--- config.mk ---
export PLATFORM = sky130hd
export DESIGN_NAME = sync_serial_xcvr
export DESIGN_NICKNAME = d
export VERILOG_FILES = /design/src/rtl/ssx_pkg.sv /design/src/rtl/ssx_flag.sv /design/src/rtl/ssx_shift.sv /design/src/rtl/sync_serial_xcvr.sv
export SDC_FILE = /design/constraint.sdc
export NUM_CORES = 1
export LEC_CHECK = 0
export BUFFER_PORTS_ARGS = -buffer_cell sky130_fd_sc_hd__buf_4
export CAP_MARGIN = 20
export CORE_MARGIN = 1
export CORE_UTILIZATION = 57
export DETAILED_ROUTE_END_ITERATION = 12
export GPL_TIMING_DRIVEN = 0
export PLACE_DENSITY = 0.78
export SYNTH_ARGS = -nofsm -noshare
export SYNTH_HDL_FRONTEND = slang
export SYNTH_SLANG_ARGS = --single-unit
--- constraint.sdc ---
create_clock -name clk -period 1.9 [get_ports clk]
set_clock_uncertainty 0.05 [all_clocks]
set_input_delay 0.285 -clock clk [delete_from_list [all_inputs] [get_ports clk]]
set_output_delay 0.285 -clock clk [all_outputs]
set_load 0.03 [all_outputs]
--- src/rtl/ssx_pkg.sv ---
package ssx_pkg;
    typedef enum logic [1:0] {
        A_CTRL = 2'd0,
        A_STAT = 2'd1,
        A_TXD  = 2'd2,
        A_RXD  = 2'd3
    } ssx_addr_e;

    localparam int FLAG_TE = 0;
    localparam int FLAG_RF = 1;
    localparam int FLAG_OV = 2;
    localparam int NFLAG   = 3;
endpackage

--- src/rtl/ssx_flag.sv ---
// One status flag: hardware set/clear plus read-then-write-zero software clear.
module ssx_flag #(
    parameter logic RST_VAL = 1'b0
) (
    input  logic clk,
    input  logic rst_n,
    input  logic hw_set_i,
    input  logic hw_clr_i,
    input  logic rd_i,
    input  logic wr_zero_i,
    output logic flag_o
);
    typedef struct packed {
        logic flag;
        logic seen;
    } st_t;

    st_t  q, d;
    logic seen_now, clr;

    always_comb begin
        d        = q;
        seen_now = q.seen | (rd_i & q.flag);
        clr      = hw_clr_i | (wr_zero_i & seen_now);
        d.flag   = hw_set_i ? 1'b1 : (clr ? 1'b0 : q.flag);
        d.seen   = clr ? 1'b0 : (seen_now & d.flag);
    end

    always_ff @(posedge clk or negedge rst_n) begin
        if (!rst_n) q <= '{flag: RST_VAL, seen: 1'b0};
        else        q <= d;
    end

    assign flag_o = q.flag;


    unseen_keep_chk: assert property (@(posedge clk) disable iff (!rst_n)
        (q.flag && !q.seen && !rd_i && !hw_clr_i) |=> q.flag);
endmodule

--- src/rtl/ssx_shift.sv ---
// Master shift engine: one frame of W bits, LSB first, clock idles high.
module ssx_shift #(
    parameter int W    = 8,
    parameter int HALF = 2
) (
    input  logic         clk,
    input  logic         rst_n,
    input  logic         start_i,
    input  logic         abort_i,
    input  logic [W-1:0] tx_byte_i,
    input  logic         sdi_i,
    output logic         busy_o,
    output logic         sclk_o,
    output logic         sdo_o,
    output logic         done_o,
    output logic [W-1:0] rx_byte_o
);
    localparam int CW = (HALF > 1) ? $clog2(HALF) : 1;
    localparam int BW = (W > 1) ? $clog2(W) : 1;

    typedef struct packed {
        logic          busy;
        logic          sclk;
        logic          sdo;
        logic          done;
        logic [CW-1:0] cnt;
        logic [BW-1:0] bitn;
        logic [W-1:0]  txsh;
        logic [W-1:0]  rxsh;
    } st_t;

    st_t q, d;

    always_comb begin
        d      = q;
        d.done = 1'b0;
        if (abort_i) begin
            d.busy = 1'b0;
            d.sclk = 1'b1;
            d.sdo  = 1'b1;
            d.cnt  = '0;
        end else if (start_i && !q.busy) begin
            d.busy = 1'b1;
            d.sclk = 1'b1;
            d.cnt  = '0;
            d.bitn = '0;
            d.txsh = tx_byte_i;
        end else if (q.busy) begin
            if (q.cnt == CW'(HALF - 1)) begin
                d.cnt = '0;
                if (q.sclk) begin
                    d.sclk = 1'b0;
                    d.sdo  = q.txsh[0];
                end else begin
                    d.sclk = 1'b1;
                    d.rxsh = {sdi_i, q.rxsh[W-1:1]};
                    d.txsh = q.txsh >> 1;
                    if (q.bitn == BW'(W - 1)) begin
                        d.busy = 1'b0;
                        d.done = 1'b1;
                        d.sdo  = 1'b1;
                    end else begin
                        d.bitn = q.bitn + 1'b1;
                    end
                end
            end else begin
                d.cnt = q.cnt + 1'b1;
            end
        end
    end

    always_ff @(posedge clk or negedge rst_n) begin
        if (!rst_n) q <= '{busy: 1'b0, sclk: 1'b1, sdo: 1'b1, done: 1'b0,
                           cnt: '0, bitn: '0, txsh: '0, rxsh: '0};
        else        q <= d;
    end

    assign busy_o    = q.busy;
    assign sclk_o    = q.sclk;
    assign sdo_o     = q.sdo;
    assign done_o    = q.done;
    assign rx_byte_o = q.rxsh;


    sclk_fall_busy_chk: assert property (@(posedge clk) disable iff (!rst_n)
        $fell(q.sclk) |-> q.busy);

    sdo_hold_high_chk: assert property (@(posedge clk) disable iff (!rst_n)
        (q.sclk && $past(q.sclk) && $past(q.busy) && q.busy) |-> $stable(q.sdo));
endmodule

--- src/rtl/sync_serial_xcvr.sv ---
module sync_serial_xcvr
    import ssx_pkg::*;
#(
    parameter int DATA_W   = 8,
    parameter int HALF_PER = 2
) (
    input  logic              clk,
    input  logic              rst_n,
    input  logic              bus_sel_i,
    input  logic              bus_wr_i,
    input  logic [1:0]        bus_addr_i,
    input  logic [DATA_W-1:0] bus_wdata_i,
    input  logic              bus_dma_i,
    output logic [DATA_W-1:0] bus_rdata_o,
    output logic              sclk_o,
    output logic              sdo_o,
    input  logic              sdi_i,
    output logic              txi_o,
    output logic              rxi_o
);
    typedef struct packed {
        logic              tx_en;
        logic              rx_en;
        logic              frm_tx;
        logic [DATA_W-1:0] tdr;
        logic [DATA_W-1:0] rdr;
    } regs_t;

    regs_t q, d;

    logic              busy, done, start, abort, rx_cap, dup_ok;
    logic              rd_stat, wr_stat, wr_ctrl, wr_txd, rd_rxd;
    logic [DATA_W-1:0] rx_byte, load_byte;
    logic [NFLAG-1:0]  flg, set_v, clr_v;

    always_comb begin
        rd_stat = bus_sel_i & ~bus_wr_i & (bus_addr_i == A_STAT);
        wr_stat = bus_sel_i &  bus_wr_i & (bus_addr_i == A_STAT);
        wr_ctrl = bus_sel_i &  bus_wr_i & (bus_addr_i == A_CTRL);
        wr_txd  = bus_sel_i &  bus_wr_i & (bus_addr_i == A_TXD);
        rd_rxd  = bus_sel_i & ~bus_wr_i & (bus_addr_i == A_RXD);

        start  = ~busy & ~flg[FLAG_OV] &
                 ((q.tx_en & ~flg[FLAG_TE]) | (~q.tx_en & q.rx_en));
        abort  = busy & ((q.frm_tx & ~q.tx_en) | (~q.frm_tx & ~q.rx_en));
        rx_cap = done & q.rx_en;
        load_byte = q.tx_en ? q.tdr : '1;

        set_v[FLAG_TE] = (start & q.tx_en) | ~q.tx_en;
        clr_v[FLAG_TE] = wr_txd & bus_dma_i;
        set_v[FLAG_RF] = rx_cap & ~flg[FLAG_RF];
        clr_v[FLAG_RF] = rd_rxd & bus_dma_i;
        set_v[FLAG_OV] = rx_cap & flg[FLAG_RF];
        clr_v[FLAG_OV] = 1'b0;

        d = q;
        // full duplex only reachable from both-off (or already both-on)
        dup_ok = ~(bus_wdata_i[0] & bus_wdata_i[1]) | (q.tx_en == q.rx_en);
        if (wr_ctrl && dup_ok) begin
            d.tx_en = bus_wdata_i[0];
            d.rx_en = bus_wdata_i[1];
        end
        if (wr_txd) d.tdr = bus_wdata_i;
        if (start) d.frm_tx = q.tx_en;
        if (rx_cap && !flg[FLAG_RF]) d.rdr = rx_byte;

        bus_rdata_o = '0;
        if (bus_sel_i && !bus_wr_i) begin
            case (bus_addr_i)
                A_CTRL:  bus_rdata_o[1:0] = {q.rx_en, q.tx_en};
                A_STAT:  bus_rdata_o[NFLAG-1:0] = flg;
                A_TXD:   bus_rdata_o = q.tdr;
                default: bus_rdata_o = q.rdr;
            endcase
        end
    end

    always_ff @(posedge clk or negedge rst_n) begin
        if (!rst_n) q <= '{tx_en: 1'b0, rx_en: 1'b0, frm_tx: 1'b0, tdr: '0, rdr: '0};
        else        q <= d;
    end

    for (genvar g = 0; g < NFLAG; g++) begin : g_flag
        ssx_flag #(.RST_VAL(g == FLAG_TE)) u_flag (
            .clk       (clk),
            .rst_n     (rst_n),
            .hw_set_i  (set_v[g]),
            .hw_clr_i  (clr_v[g]),
            .rd_i      (rd_stat),
            .wr_zero_i (wr_stat & ~bus_wdata_i[g]),
            .flag_o    (flg[g])
        );
    end

    ssx_shift #(.W(DATA_W), .HALF(HALF_PER)) u_shift (
        .clk       (clk),
        .rst_n     (rst_n),
        .start_i   (start),
        .abort_i   (abort),
        .tx_byte_i (load_byte),
        .sdi_i     (sdi_i),
        .busy_o    (busy),
        .sclk_o    (sclk_o),
        .sdo_o     (sdo_o),
        .done_o    (done),
        .rx_byte_o (rx_byte)
    );

    assign txi_o = flg[FLAG_TE] & q.tx_en;
    assign rxi_o = flg[FLAG_RF] & q.rx_en;


    ovr_freeze_chk: assert property (@(posedge clk) disable iff (!rst_n)
        (flg[FLAG_OV] && !busy) |=> !busy);

    ovr_keep_chk: assert property (@(posedge clk) disable iff (!rst_n)
        $rose(flg[FLAG_OV]) |-> $stable(q.rdr));

    txoff_empty_chk: assert property (@(posedge clk) disable iff (!rst_n)
        !q.tx_en |=> flg[FLAG_TE]);

    dma_rx_clr_chk: assert property (@(posedge clk) disable iff (!rst_n)
        (rd_rxd && bus_dma_i && flg[FLAG_RF]) |=> !flg[FLAG_RF]);
endmodule

-- Word level (Yosys, flattened, before mapping)
Index checks and enable logic that the tools add are counted.
- $add $sub $neg: 2
- eq/ne operators: 8
- muxes and demuxes: 31
- bitwise operators: 59
- reduce and logical (&&, ||, !) cells: 21
- operators with widths (cell ; count):
    2-to-1 mux 19 bit ; 2
    AND 1 bit ; 35
    2-to-1 mux 24 bit ; 1
    2-to-1 mux 8 bit ; 2
    2-to-1 mux 1 bit ; 15
    inverter 1 bit ; 15
    2-to-1 mux 12 bit ; 1
    case mux 5 bit (2 select lines) ; 1
    AND reduction 5 bit ; 2
    bitwise OR 1 bit ; 9
    nonzero test 3 bit ; 3
    2-to-1 mux 2 bit ; 4
    AND reduction 4 bit ; 2
    nonzero test 2 bit ; 4
    2-to-1 mux 3 bit ; 2
    case mux 2 bit (3 select lines) ; 1
    equality test 2 bit, second input constant ; 2
    logical AND 1 bit ; 4
    2-to-1 mux 4 bit ; 1
    inequality test 2 bit, second input constant ; 2
    adder 3 x 1 -> 3 bit, second input constant ; 1
    equality test 3 bit, second input constant ; 1
    zero test 1 bit ; 3
    case mux 1 bit (3 select lines) ; 1
    7 further kinds ; 7
- register bits: 49
- bits of input ports: 16
- output and inout port bits: 12
- logic and storage cells: 140

-- Logic depth before layout (Yosys ltp)
Gate-level depths: netlist of run 1.
- depth after elaboration: 11
- depth in mapped cells: 7
- gate-level depth less buffers: 6

-- Cells and area by module
From an unflattened synthesis of run 1, not the netlist that was laid out.
- cells, all modules: 202
- area total of the unflattened synthesis: 2487.4 um^2
- modules (own cells, without submodules) (module ; times used ; cells each ; area an instance (um^2) ; seq. area each (um^2)):
    ssx_shift ; 1 ; 85 ; 1114.8 ; 603.1
    sync_serial_xcvr ; 1 ; 93 ; 1104.8 ; 475.5
    ssx_flag (g_flag[1].u_flag ...) ; 2 ; 8 ; 88.8 ; 50.0
    ssx_flag (g_flag[0].u_flag) ; 1 ; 8 ; 90.1 ; 51.3

-- Worst setup path before layout of run 1
OpenSTA, ideal clock, no wires.
- kind: reg2out
- from: register g_flag[0].u_flag.q (netlist bit g_flag[0].u_flag.flag_o)
- to: output bus_rdata_o[0]
- arrival: 1208 ps
- data required time: 1565 ps
- setup slack: 357 ps
- cell stages (with the launch flop): 3
- buffers on the path: 0
- cell sequence: dfstp_2 -> mux4_2 -> nor2b_1
- longest elaborated chain between the ends: 2
- RTL lines (item ; line ; source):
    start: declaration ; ssx_flag.sv:18 ; st_t q, d;
    start signal: assignment ; ssx_flag.sv:30 ; if (!rst_n) q <= '{flag: RST_VAL, seen: 1'b0};
    case mux 2 bit (3 select lines) ; sync_serial_xcvr.sv:69 ; case (bus_addr_i)
    2-to-1 mux 8 bit ; sync_serial_xcvr.sv:68 ; if (bus_sel_i && !bus_wr_i) begin
    end: declaration ; sync_serial_xcvr.sv:14 ; output logic [DATA_W-1:0] bus_rdata_o,
No other way between the ends.

-- Final worst setup path of run 1
- from: register q[17] in the netlist's numbering
- to: output bus_rdata_o[1]
- longest elaborated chain between the ends: 2
- RTL lines (item ; line ; source):
    start: declaration ; sync_serial_xcvr.sv:29 ; regs_t q, d;
    start signal: assignment ; sync_serial_xcvr.sv:79 ; if (!rst_n) q <= '{tx_en: 1'b0, rx_en: 1'b0, frm_tx: 1'b0, tdr: '0, rdr: '0};
    case mux 2 bit (3 select lines) ; sync_serial_xcvr.sv:69 ;
    2-to-1 mux 8 bit ; sync_serial_xcvr.sv:68 ;
No other way between the ends.

==> Flow_metrics.wiki, run 1 <==
{| class="wikitable"
! Metric !! Value
|-
| Outcome || complete, no violations
|-
| First-pass GRT wire length || 8480 um
|-
| Worst stage delay on the critical path || 0.43 ns
|-
| Maximum root-to-sink buffer count || 2
|-
| Initial DRC Count || 130
|-
| Static leakage || 1.310 nW
|-
| Shortest clock period the worst path allows after layout || approximately 1.9 ns
|-
| Total Die Area || roughly 4400 um^2
|-
| Area Overhead vs Synth || 16.61%
|-
| Number of buffers created by CTS || 5
|-
| Sinks on the clock net || 49
|-
| GR Util All Layers || 0.2624
|-
| Worst slew pin tran || about 0.62 ns
|-
| Worst Setup Slack, final || 0.03033 ns
|-
| Share of flip-flops with an asynchronous set or reset after synthesis || 1.000
|-
| Arrival time of the worst setup path || roughly 1.5 ns
|-
| Largest net degree at the start of global routing || 50
|-
| Via count of the first global-routing pass || 1870
|-
| Fmax || 534.9 MHz
|-
| Count of distinct cell types in the synthesized netlist || a little over 40
|-
| IO Count || 28
|-
| Category of the critical setup timing path || flop to output port
|-
| Final worst-path cycle share || 0.9840
|-
| Most used DFF post-synth || dfrtp_1
|-
| Clock tree from TritonCTS || done
|-
| Setup TNS after final layout || 0 ns
|-
| Antenna-violating nets left || 0
|-
| Final hold violation count || 0
|-
| Worst-path clk slew || 0.08 ns
|-
| Post-Synthesis Cells || roughly 240
|-
| Fraction of the yosys area taken by sequential cells || 0.5182
|-
| Root buffer cell || clkbuf_8
|-
| R2R depth || 6
|-
| Worst skew pair latency || 0.30 ns
|-
| Slowest library cell on the worst path || mux4_2
|-
| Antenna violations before repair || 0
|-
| Total number of vias || 1911
|-
| Die span in y || 66.53 um
|-
| Fillcell total || 341
|-
| Final nets || 298
|-
| Effective utilization at floorplan || 0.5934
|-
| Number of synthesized flops with an enable pin || 0
|-
| Tightest slew margin relative to the limit || 0.5840
|-
| RSZ-0062 raised after global routing || yes
|-
| Crit path capture type || output port
|-
| Critical path peak fanout || 7
|-
| Average wire per standard cell || 15.60 um
|-
| Critical path startpoint category || flop
|-
| Total wirelength of the detailed-routed design || 5164 um
|-
| Synthesized net count || around 260
|-
| Share of layout cells above drive strength 1 || 0.2313
|-
| HPWL after detailed placement || 3614 um
|-
| Dpl ws || between 0.15 and 0.2 ns
|-
| Crit path required time || roughly 1.6 ns
|-
| Detailed-route vias per instance || 5.773
|-
| Top cell type by total area after synthesis || dfrtp_1
|-
| Buffers added on ports || 27
|-
| Final Wtd Congestion || around 0.83
|-
| Power per cell area || 975.3 nW/um^2
|-
| CP cell instances || buf_6 -> mux4_2 -> nor2b_1 -> buf_4
|-
| DRC violation count after routing || 0
|-
| Die Span X || 66.53 um
|-
| Number of rows in the core area || 23
|-
| # Max-Cap Violations || 0
|-
| Total number of yosys warnings || 0
|-
| Peak VDD IR || 0.7553 mV
|-
| Average footprint of a synthesized cell || 9.849 um^2
|-
| FF+latch count, synth || 49
|-
| Cells on Worst Hold Path || 3
|-
| Floorplan Core Area || 4000 um^2
|-
| Antenna fix cells || 0
|-
| Final Max Slew Viols || 0
|-
| Worst min-delay path category || primary input to flop
|-
| Share of Yosys cell area claimed by the top area cell type || 0.4850
|-
| Min Hold Slack || 0.1348 ns
|-
| Pre-Repair DR Iteration Count || 4
|-
| Synth area leaders || dfrtp_1, nand2_1, mux2_2
|-
| H-tree depth || 2
|-
| Total global routing overflow || 0
|-
| Total standard cell area after synthesis || 2374 um^2
|-
| Setup violators final || 0
|}
[Yosys cell counts, types with 2 or more instances]
cell       n
nand2_1   69
dfrtp_1   46
nor2_1    16
mux2_2    11
nor3b_1   10
a31oi_1    8
o21ai_0    8
mux2i_1    5
nor2b_1    5
a21oi_1    4
buf_2      4
nand2b_1   4
nand3_1    4
and2_1     3
dfstp_2    3
inv_1      3
nand3b_1   3
a22o_1     2
a22oi_1    2
buf_4      2
clkbuf_1   2
ha_1       2
mux4_2     2
nand4_1    2
o21a_1     2
o22a_1     2
o31ai_1    2
or3_1      2
[cell families after synthesis]
family / count (synthesis) / share of synthesized area
fa+ha+maj: 2 / 0.01054
compound gates: 36 / 0.1002
buf+inv: 13 / 0.02899
flops: 49 / 0.5182
simple gates: 122 / 0.2404
mux: 19 / 0.1017
[area by class of cell]
cell class / count / area, um^2 / area share
buffer: 9 / 60.06 / 0.02170
clock buffer: 7 / 76.32 / 0.02758
clock inverter: 1 / 5.005 / 0.001808
inverter: 4 / 15.01 / 0.005425
multi-input combinational: 179 / 1075 / 0.3883
sequential: 49 / 1231 / 0.4448
tap: 50 / 62.56 / 0.02260
timing repair buffer: 32 / 242.7 / 0.08770
[power breakdown]
part           leakage [nW]  internal (mW)  switching [mW]
combinational         0.657          0.336           0.355
clock                0.0422          0.259           0.325
sequential            0.611           1.25           0.177
[timing repair]
action	CTS	global route
hold buffers	1	0
endpoints found under the setup margin	2	2
resized for setup	3	0
buffers inserted	0	4
endpoints found under the hold margin	46	0
[critical path: cells and delay by family, from the launching register on]
kind / cells / cell delay, ns
multiplexers: 1 / 0.43
flip-flops: 1 / 0.38
buffers and inverters: 2 / 0.29
AND/OR/NAND/NOR: 1 / 0.14
[state kept, by name, summed over array words and instances (netlist names)]
register,flops
g_flag.u_flag.q,3
g_flag.u_flag.flag_o,3
u_shift.sclk_o,1
u_shift.rx_byte_o,8
u_shift.sdo_o,1
q,19
u_shift.busy_o,1
u_shift.done_o,1
u_shift.q,12
[final timing paths]
| path | from | end | slack, ns |
|---|---|---|---|
| setup / recovery | q[17] | bus_rdata_o[1] | 0.03 |
| hold / removal | sdi_i | u_shift.rx_byte_o[7] | 0.13 |
| setup reg to reg | q[17] | u_shift.q[13] | 0.13 |
| hold reg to reg | u_shift.rx_byte_o[0] | q[0] | 0.44 |
| max in group asynchronous | rst_n | q[18] | 0.87 |
| min in group asynchronous | rst_n | u_shift.q[19] | 0.49 |
[per-layer routing]
| metal | GRT usage | share of wire | up-vias |
|---|---|---|---|
| li1 | - | - | 907 |
| met1 | 0.3476 | 0.46 | 931 |
| met2 | 0.4158 | 0.47 | 63 |
| met3 | 0.05308 | 0.046 | 10 |
| met4 | 0.1170 | 0.021 | 0 |
| met5 | 0 | 0 | - |
[through the flow]
stage | cells | instance area (um^2) | util | power, mW
CTS | 327 | 2738 | 0.6844 | 2.693
global route | 331 | 2768 | 0.6919 | 2.849
floorplan | 241 | 2374 | - | 1.865
detailed placement | 318 | 2639 | 0.6597 | 2.092
global placement | 318 | 2639 | 0.6597 | 2.059
finish | 331 | 2768 | 0.6919 | 2.699
[layout by cell type, fill, tap and decap left out, types with 2 or more instances in the layout]
master    synthesis  layout
nand2b_1          4       4
mux2i_1           5       5
a31oi_1           8       8
nand3b_1          3       3
dfstp_2           3       3
nor3b_1          10      10
nand4_1           2       2
buf_4             2      33
nand2_1          69      69
or3_1             2       2
o21ai_0           8       8
nor2b_1           5       5
mux4_2            2       2
a22o_1            2       2
buf_6             1       2
o21a_1            2       2
and2_1            3       3
buf_2             4       3
a22oi_1           2       2
mux2_2           11      11
o22a_1            2       2
dfrtp_1          46      45
o31ai_1           2       2
ha_1              2       2
clkbuf_8          0       5
inv_1             3       3
nor2_1           16      16
clkbuf_1          2       4
a21oi_1           4       4
nand3_1           4       4
(Power assumes the default switching activity.)
==> inputs of run 2 (changes only) <==
--- a/config.mk
+++ b/config.mk
@@ -7,6 +7,7 @@
 export LEC_CHECK = 0
 export BUFFER_PORTS_ARGS = -buffer_cell sky130_fd_sc_hd__buf_4
 export CAP_MARGIN = 20
+export CORE_ASPECT_RATIO = 1.75
 export CORE_MARGIN = 1
 export CORE_UTILIZATION = 57
 export DETAILED_ROUTE_END_ITERATION = 12
==> run 2 against run 1 <==
  * Via count decreased by 3.2%
  * Clock-buffer cell count increased by 1
  * Hold slack got worse by 0.016 ns
  * Sequential share of layout area increased by 0.13 points
  * Final area about the same
  * Final cell count decreased by 0.91%
  * Critical path depth decreased by 1
  * Combinational power decreased by 3.3%
  * Setup slack got worse by 0.010 ns
  * Flip-flop and latch count unchanged
  * Sequential power about the same
==> Flow_metrics.wiki, run 2 (synthesized netlist as in run 1, its figures left out) <==
{| class="wikitable"
! Metric !! Value
|-
| Register containing the most flip-flops in the final layout || q
|-
| RSZ-0062 raised after global routing || yes
|-
| Maximum root-to-sink buffer count || 2
|-
| Detailed-route vias per instance || 5.640
|-
| Crit path capture type || output port
|-
| Total wirelength of the detailed-routed design || 5079 um
|-
| Total Die Area || 4436 um^2
|-
| Clock tree from TritonCTS || done
|-
| Worst skew pair latency || 0.30 ns
|-
| Antenna-violating nets left || 0
|-
| Share of layout cells above drive strength 1 || 0.2357
|-
| Crit path required time || 1.56 ns
|-
| Fmax || 532.0 MHz
|-
| Commonest cells after routing, fill and taps aside || nand2_1, dfrtp_1, buf_4
|-
| Overall power consumption || 2.733 mW
|-
| Floorplan Core Area || 3941 um^2
|-
| HPWL after detailed placement || 3595 um
|-
| Arrival time of the worst setup path || 1.54 ns
|-
| Number of buffers created by CTS || 5
|-
| Shortest clock period the worst path allows after layout || 1.880 ns
|-
| Antenna fix cells || 0
|-
| Total global routing overflow || 0
|-
| Tightest slew margin relative to the limit || 0.5981
|-
| Area Overhead vs Synth || 16.50%
|-
| Worst min-delay path category || primary input to flop
|-
| Initial DRC Count || 46
|-
| Setup violators final || 0
|-
| GR Util All Layers || 0.2635
|-
| Worst-path clk slew || ~0.09 ns
|-
| Post-route non-filler standard cell count || roughly 330
|-
| Power per cell area || 988.3 nW/um^2
|-
| Min Hold Slack || 0.1187 ns
|-
| Critical path startpoint category || flop
|-
| Peak VDD IR || 0.7917 mV
|-
| First-pass GRT wire length || between 8000 and 9000 um
|-
| Number of rows in the core area || 30
|-
| Die span in y || 87.37 um
|-
| Die Span X || 50.78 um
|-
| Worst slew pin tran || 0.6028 ns
|-
| Flip-flop count of the largest register after layout || 19
|-
| Pre-Repair DR Iteration Count || 4
|-
| Number of cells in the design after placement || 316
|-
| Buffers added on ports || 27
|-
| H-tree depth || 2
|-
| Final nets || 297
|-
| Static leakage || about 1.3 nW
|-
| Sinks on the clock net || 49
|-
| Final Wtd Congestion || 0.8465
|-
| Average wire per standard cell || 15.48 um
|-
| # Max-Cap Violations || 0
|-
| Outcome || complete, no violations
|-
| Final worst-path cycle share || 0.9893
|-
| Root buffer cell || clkbuf_8
|-
| IO Count || 28
|-
| Final Max Slew Viols || 0
|-
| Worst Setup Slack, final || roughly 0.020 ns
|-
| Final hold violation count || 0
|-
| Critical path peak fanout || 8
|-
| Category of the critical setup timing path || flop to output port
|-
| DRC violation count after routing || 0
|-
| Largest net degree at the start of global routing || 50
|-
| Total number of vias || 1850
|-
| Antenna violations before repair || 0
|-
| Setup TNS after final layout || 0 ns
|-
| Most common cell after layout, fill and taps aside || nand2_1
|-
| Effective utilization at floorplan || 0.6022
|-
| Via count of the first global-routing pass || roughly 1900
|-
| Dpl ws || between 0.2 and 0.25 ns
|}
-- run 2: cell types whose count changed in the layout (fill, tap and decap cells not counted), sizes merged --
| cell | before | now |
|---|---|---|
| clkinv | 2 | 1 |
-- run 2: final timing paths --
kind / cells after the start / slack [ns] / startpoint / endpoint
worst min-delay path: 3 / 0.12 / sdi_i / u_shift.rx_byte_o[7]
max in group asynchronous: 2 / 0.88 / rst_n / g_flag[1].u_flag.flag_o
min in group asynchronous: 2 / 0.48 / rst_n / q[16]
worst max register to register: 7 / 0.19 / q[18] / u_shift.q[8]
worst min register to register: 2 / 0.43 / q[7] / q[7]
worst max-delay path: 3 / 0.02 / q[18] / bus_rdata_o[0]
-- run 2: through the flow --
step / util / cell area [um^2]
6_report: 0.7016 / 2765
5_1_grt: 0.7016 / 2765
4_1_cts: 0.6937 / 2734
3_5_place_dp: 0.6689 / 2636
3_3_place_gp: 0.6689 / 2636
2_1_floorplan: - / 2374
-- run 2: layer usage --
layer / share of wire / up-vias / track usage / wire length, um
met5: 0 / - / 0 / 0
met4: 0.030 / 0 / 0.1187 / 150
met3: 0.039 / 12 / 0.05410 / 197
met2: 0.53 / 51 / 0.4582 / 2685
met1: 0.40 / 880 / 0.3070 / 2045
li1: - / 907 / - / -
-- run 2: power by group --
group          internal, mW  total (mW)  switching, mW
combinational         0.326       0.668          0.341
sequential             1.25        1.43          0.184
clock                 0.297       0.631          0.334
total                  1.87        2.73          0.859
-- run 2: layout make-up --
class	count	area, um^2
Timing Repair Buffer	32	242.7
Sequential cell	49	1234
Tap cell	48	60.06
Buffer	8	48.80
Multi-Input combinational cell	179	1075
Clock buffer	8	90.09
Fill cell	352	1176
Inverter	4	15.01
-- run 2: timing repair --
action,CTS,global route
endpoints found under the hold margin,46,0
setup buffers,0,4
hold buffers,1,0
setup endpoints to repair,2,3
resized for setup,2,2
-- run 2: critical path: stages, from the launching register on --
cell and delay, ns:
dfrtp_2 0.48, mux4_2 0.46, nor2b_1 0.14, buf_4 0.16
==> inputs of run 3 (changes only) <==
--- a/config.mk
+++ b/config.mk
@@ -9,10 +9,11 @@
 export CAP_MARGIN = 20
 export CORE_ASPECT_RATIO = 1.75
 export CORE_MARGIN = 1
-export CORE_UTILIZATION = 57
+export CORE_UTILIZATION = 60
+export CTS_BUF_LIST = sky130_fd_sc_hd__clkbuf_8
 export DETAILED_ROUTE_END_ITERATION = 12
 export GPL_TIMING_DRIVEN = 0
-export PLACE_DENSITY = 0.78
+export PLACE_DENSITY = 0.82
 export SYNTH_ARGS = -nofsm -noshare
 export SYNTH_HDL_FRONTEND = slang
 export SYNTH_SLANG_ARGS = --single-unit
==> run 3 against run 2 <==
  * Via count is 2.7% higher
  * Setup slack better by 0.0082 ns
  * Global-route usage is 0.76 points higher
  * Final area is 0.54% higher
  * Combinational power is 6.1% higher
  * Flip-flop and latch count stayed put
  * Fmax is 0.44% higher
  * Clock-buffer cell count is 2 lower
  * Critical path type unchanged
  * Critical endpoint is now bus_rdata_o[1]
==> Flow_metrics.wiki, run 3 (synthesized netlist as in run 1, its figures left out) <==
{| class="wikitable"
! Metric !! Value
|-
| Final Max Slew Viols || 0
|-
| Peak VDD IR || 0.8483 mV
|-
| Post-route non-filler standard cell count || approximately 330
|-
| Critical path peak fanout || 7
|-
| Number of buffers created by CTS || 5
|-
| Pre-Repair DR Iteration Count || 4
|-
| # Max-Cap Violations || 0
|-
| Met2 Routed Length || around 2800 um
|-
| Overall power consumption || 2.733 mW
|-
| Final Wtd Congestion || around 0.86
|-
| Total wirelength of the detailed-routed design || slightly above 5000 um
|-
| Largest net degree at the start of global routing || 50
|-
| Switching part of the total || 0.3129
|-
| Most common cell after layout, fill and taps aside || nand2_1
|-
| Sequential Power Share || 0.520
|-
| Relative contribution of the clock network to total power || 0.221
|-
| Share of power burned in combinational logic || 0.259
|-
| Worst min-delay path category || primary input to flop
|-
| Shortest clock period the worst path allows after layout || around 1.9 ns
|-
| H-tree depth || 2
|-
| GR Util All Layers || 0.2711
|-
| Tightest slew margin relative to the limit || 0.5990
|-
| Antenna fix cells || 0
|-
| Area post-placement || roughly 2600 um^2
|-
| Via count of the first global-routing pass || 1882
|-
| Total Die Area || between 4000 and 5000 um^2
|-
| Final nets || 299
|-
| Outcome || complete, no violations
|-
| IO Count || 28
|-
| Average wire per standard cell || between 15 and 20 um
|-
| Maximum root-to-sink buffer count || 2
|-
| Power per cell area || approximately 1000 nW/um^2
|-
| Category of the critical setup timing path || flop to output port
|-
| Total non-filler cell area in the finished layout || 2780 um^2
|-
| Initial DRC Count || 57
|-
| First-pass GRT wire length || 8611 um
|-
| Setup violators final || 0
|-
| Final worst-path cycle share || 0.9850
|-
| Crit path required time || 1.56 ns
|-
| Flip-flop count of the largest register after layout || 19
|-
| Wl on met1 || around 2000 um
|-
| Met3 layer wire length in the routed design || between 200 and 250 um
|-
| Share of layout cells above drive strength 1 || 0.2376
|-
| Total global routing overflow || 0
|-
| Antenna-violating nets left || 0
|-
| Buffers added on ports || 27
|-
| Die span in y || 85.20 um
|-
| Worst-path clk slew || 0.08 ns
|-
| Commonest cells after routing, fill and taps aside || nand2_1, dfrtp_1, buf_4
|-
| Worst skew pair latency || around 0.29 ns
|-
| Clock tree from TritonCTS || done
|-
| Crit path capture type || output port
|-
| Number of cells in the design after placement || 314
|-
| Static leakage || 1.329 nW
|-
| Dpl ws || 0.1961 ns
|-
| Top metal layer carrying routed signals || met4
|-
| Total number of vias || 1900
|-
| Antenna violations before repair || 0
|-
| Arrival time of the worst setup path || ~1.5 ns
|-
| Setup TNS after final layout || 0 ns
|-
| Worst Setup Slack, final || about 0.029 ns
|-
| Worst slew pin tran || ~0.6 ns
|-
| Sinks on the clock net || 49
|-
| Die Span X || 49.55 um
|-
| Register containing the most flip-flops in the final layout || q
|-
| Critical path startpoint category || flop
|-
| RSZ-0062 raised after global routing || yes
|-
| Switching power || between 800 and 900 uW
|-
| Fmax || 534.3 MHz
|-
| Design internal power || 1.878 mW
|-
| Root buffer cell || clkbuf_8
|-
| Floorplan Core Area || 3701 um^2
|-
| Detailed-route vias per instance || 5.793
|-
| DRC violation count after routing || 0
|-
| Number of rows in the core area || 29
|-
| Area Overhead vs Synth || 17.13%
|-
| Effective utilization at floorplan || 0.6413
|-
| HPWL after detailed placement || roughly 3600 um
|-
| Final hold violation count || 0
|}
-- run 3: changes by cell type in the layout (fill, tap and decap cells not counted) --
cell	change
clkbuf_1	-2
dfrtp_1	+2
dfrtp_2	-2
inv_1	+2
buf_1	-1
buf_4	+1
buf_6	+1
clkbuf_2	+1
-- run 3: what timing repair did --
item                       4_1_cts  5_1_grt
setup endpoints to repair        3        2
buffers inserted                 0        5
hold buffers                     1        0
hold endpoints to repair        46        0
gates resized for setup          4        0
-- run 3: worst paths after layout --
kind,to,slack [ns],cells past startpoint,startpoint
max,bus_rdata_o[1],0.03,4,q[17]
min,u_shift.rx_byte_o[7],0.13,3,sdi_i
max reg2reg,u_shift.q[9],0.19,8,q[17]
min reg2reg,q[0],0.43,2,u_shift.rx_byte_o[0]
max in group asynchronous,q[18],0.89,2,rst_n
min in group asynchronous,q[18],0.49,2,rst_n
-- run 3: layer usage --
metal | GRT usage | vias to the layer above
li1 | - | 910
met1 | 0.3146 | 923
met2 | 0.4865 | 56
met3 | 0.04480 | 11
met4 | 0.1065 | 0
met5 | 0 | -
-- run 3: power groups by stage --
stage | Combinational [mW] | Clock (mW) | Sequential, mW
after floorplan | 0.460 | 0 | 1.40
final | 0.709 | 0.604 | 1.42
after global routing | 0.779 | 0.656 | 1.45
after detailed placement | 0.651 | 0 | 1.45
after global placement | 0.629 | 0 | 1.44
after CTS | 0.667 | 0.618 | 1.43
-- run 3: critical path, cell delays in order (launching register included) --
cell and delay, ns:
dfrtp_1 0.38, buf_6 0.13, mux4_2 0.43, nor2b_1 0.14
buf_4 0.16
-- run 3: metrics by stage --
stage	util	hold WS (ns)
after detailed placement	0.7116	0.2864
after global placement	0.7116	0.2828
after floorplan	-	-0.06059
after CTS	0.7410	0.1189
final	0.7512	0.1323
after global routing	0.7512	0.1188
-- run 3: final cells by class --
| class | count | area [um^2] |
|---|---|---|
| clock buffers | 6 | 82.58 |
| clock inverters | 2 | 7.507 |
| inverters | 4 | 15.01 |
| plain buffers | 9 | 61.31 |
| fillers | 288 | 920.9 |
| multi-input cells | 179 | 1075 |
| well taps | 46 | 57.56 |
| repair buffers | 33 | 250.2 |
| flip-flops and latches | 49 | 1231 |
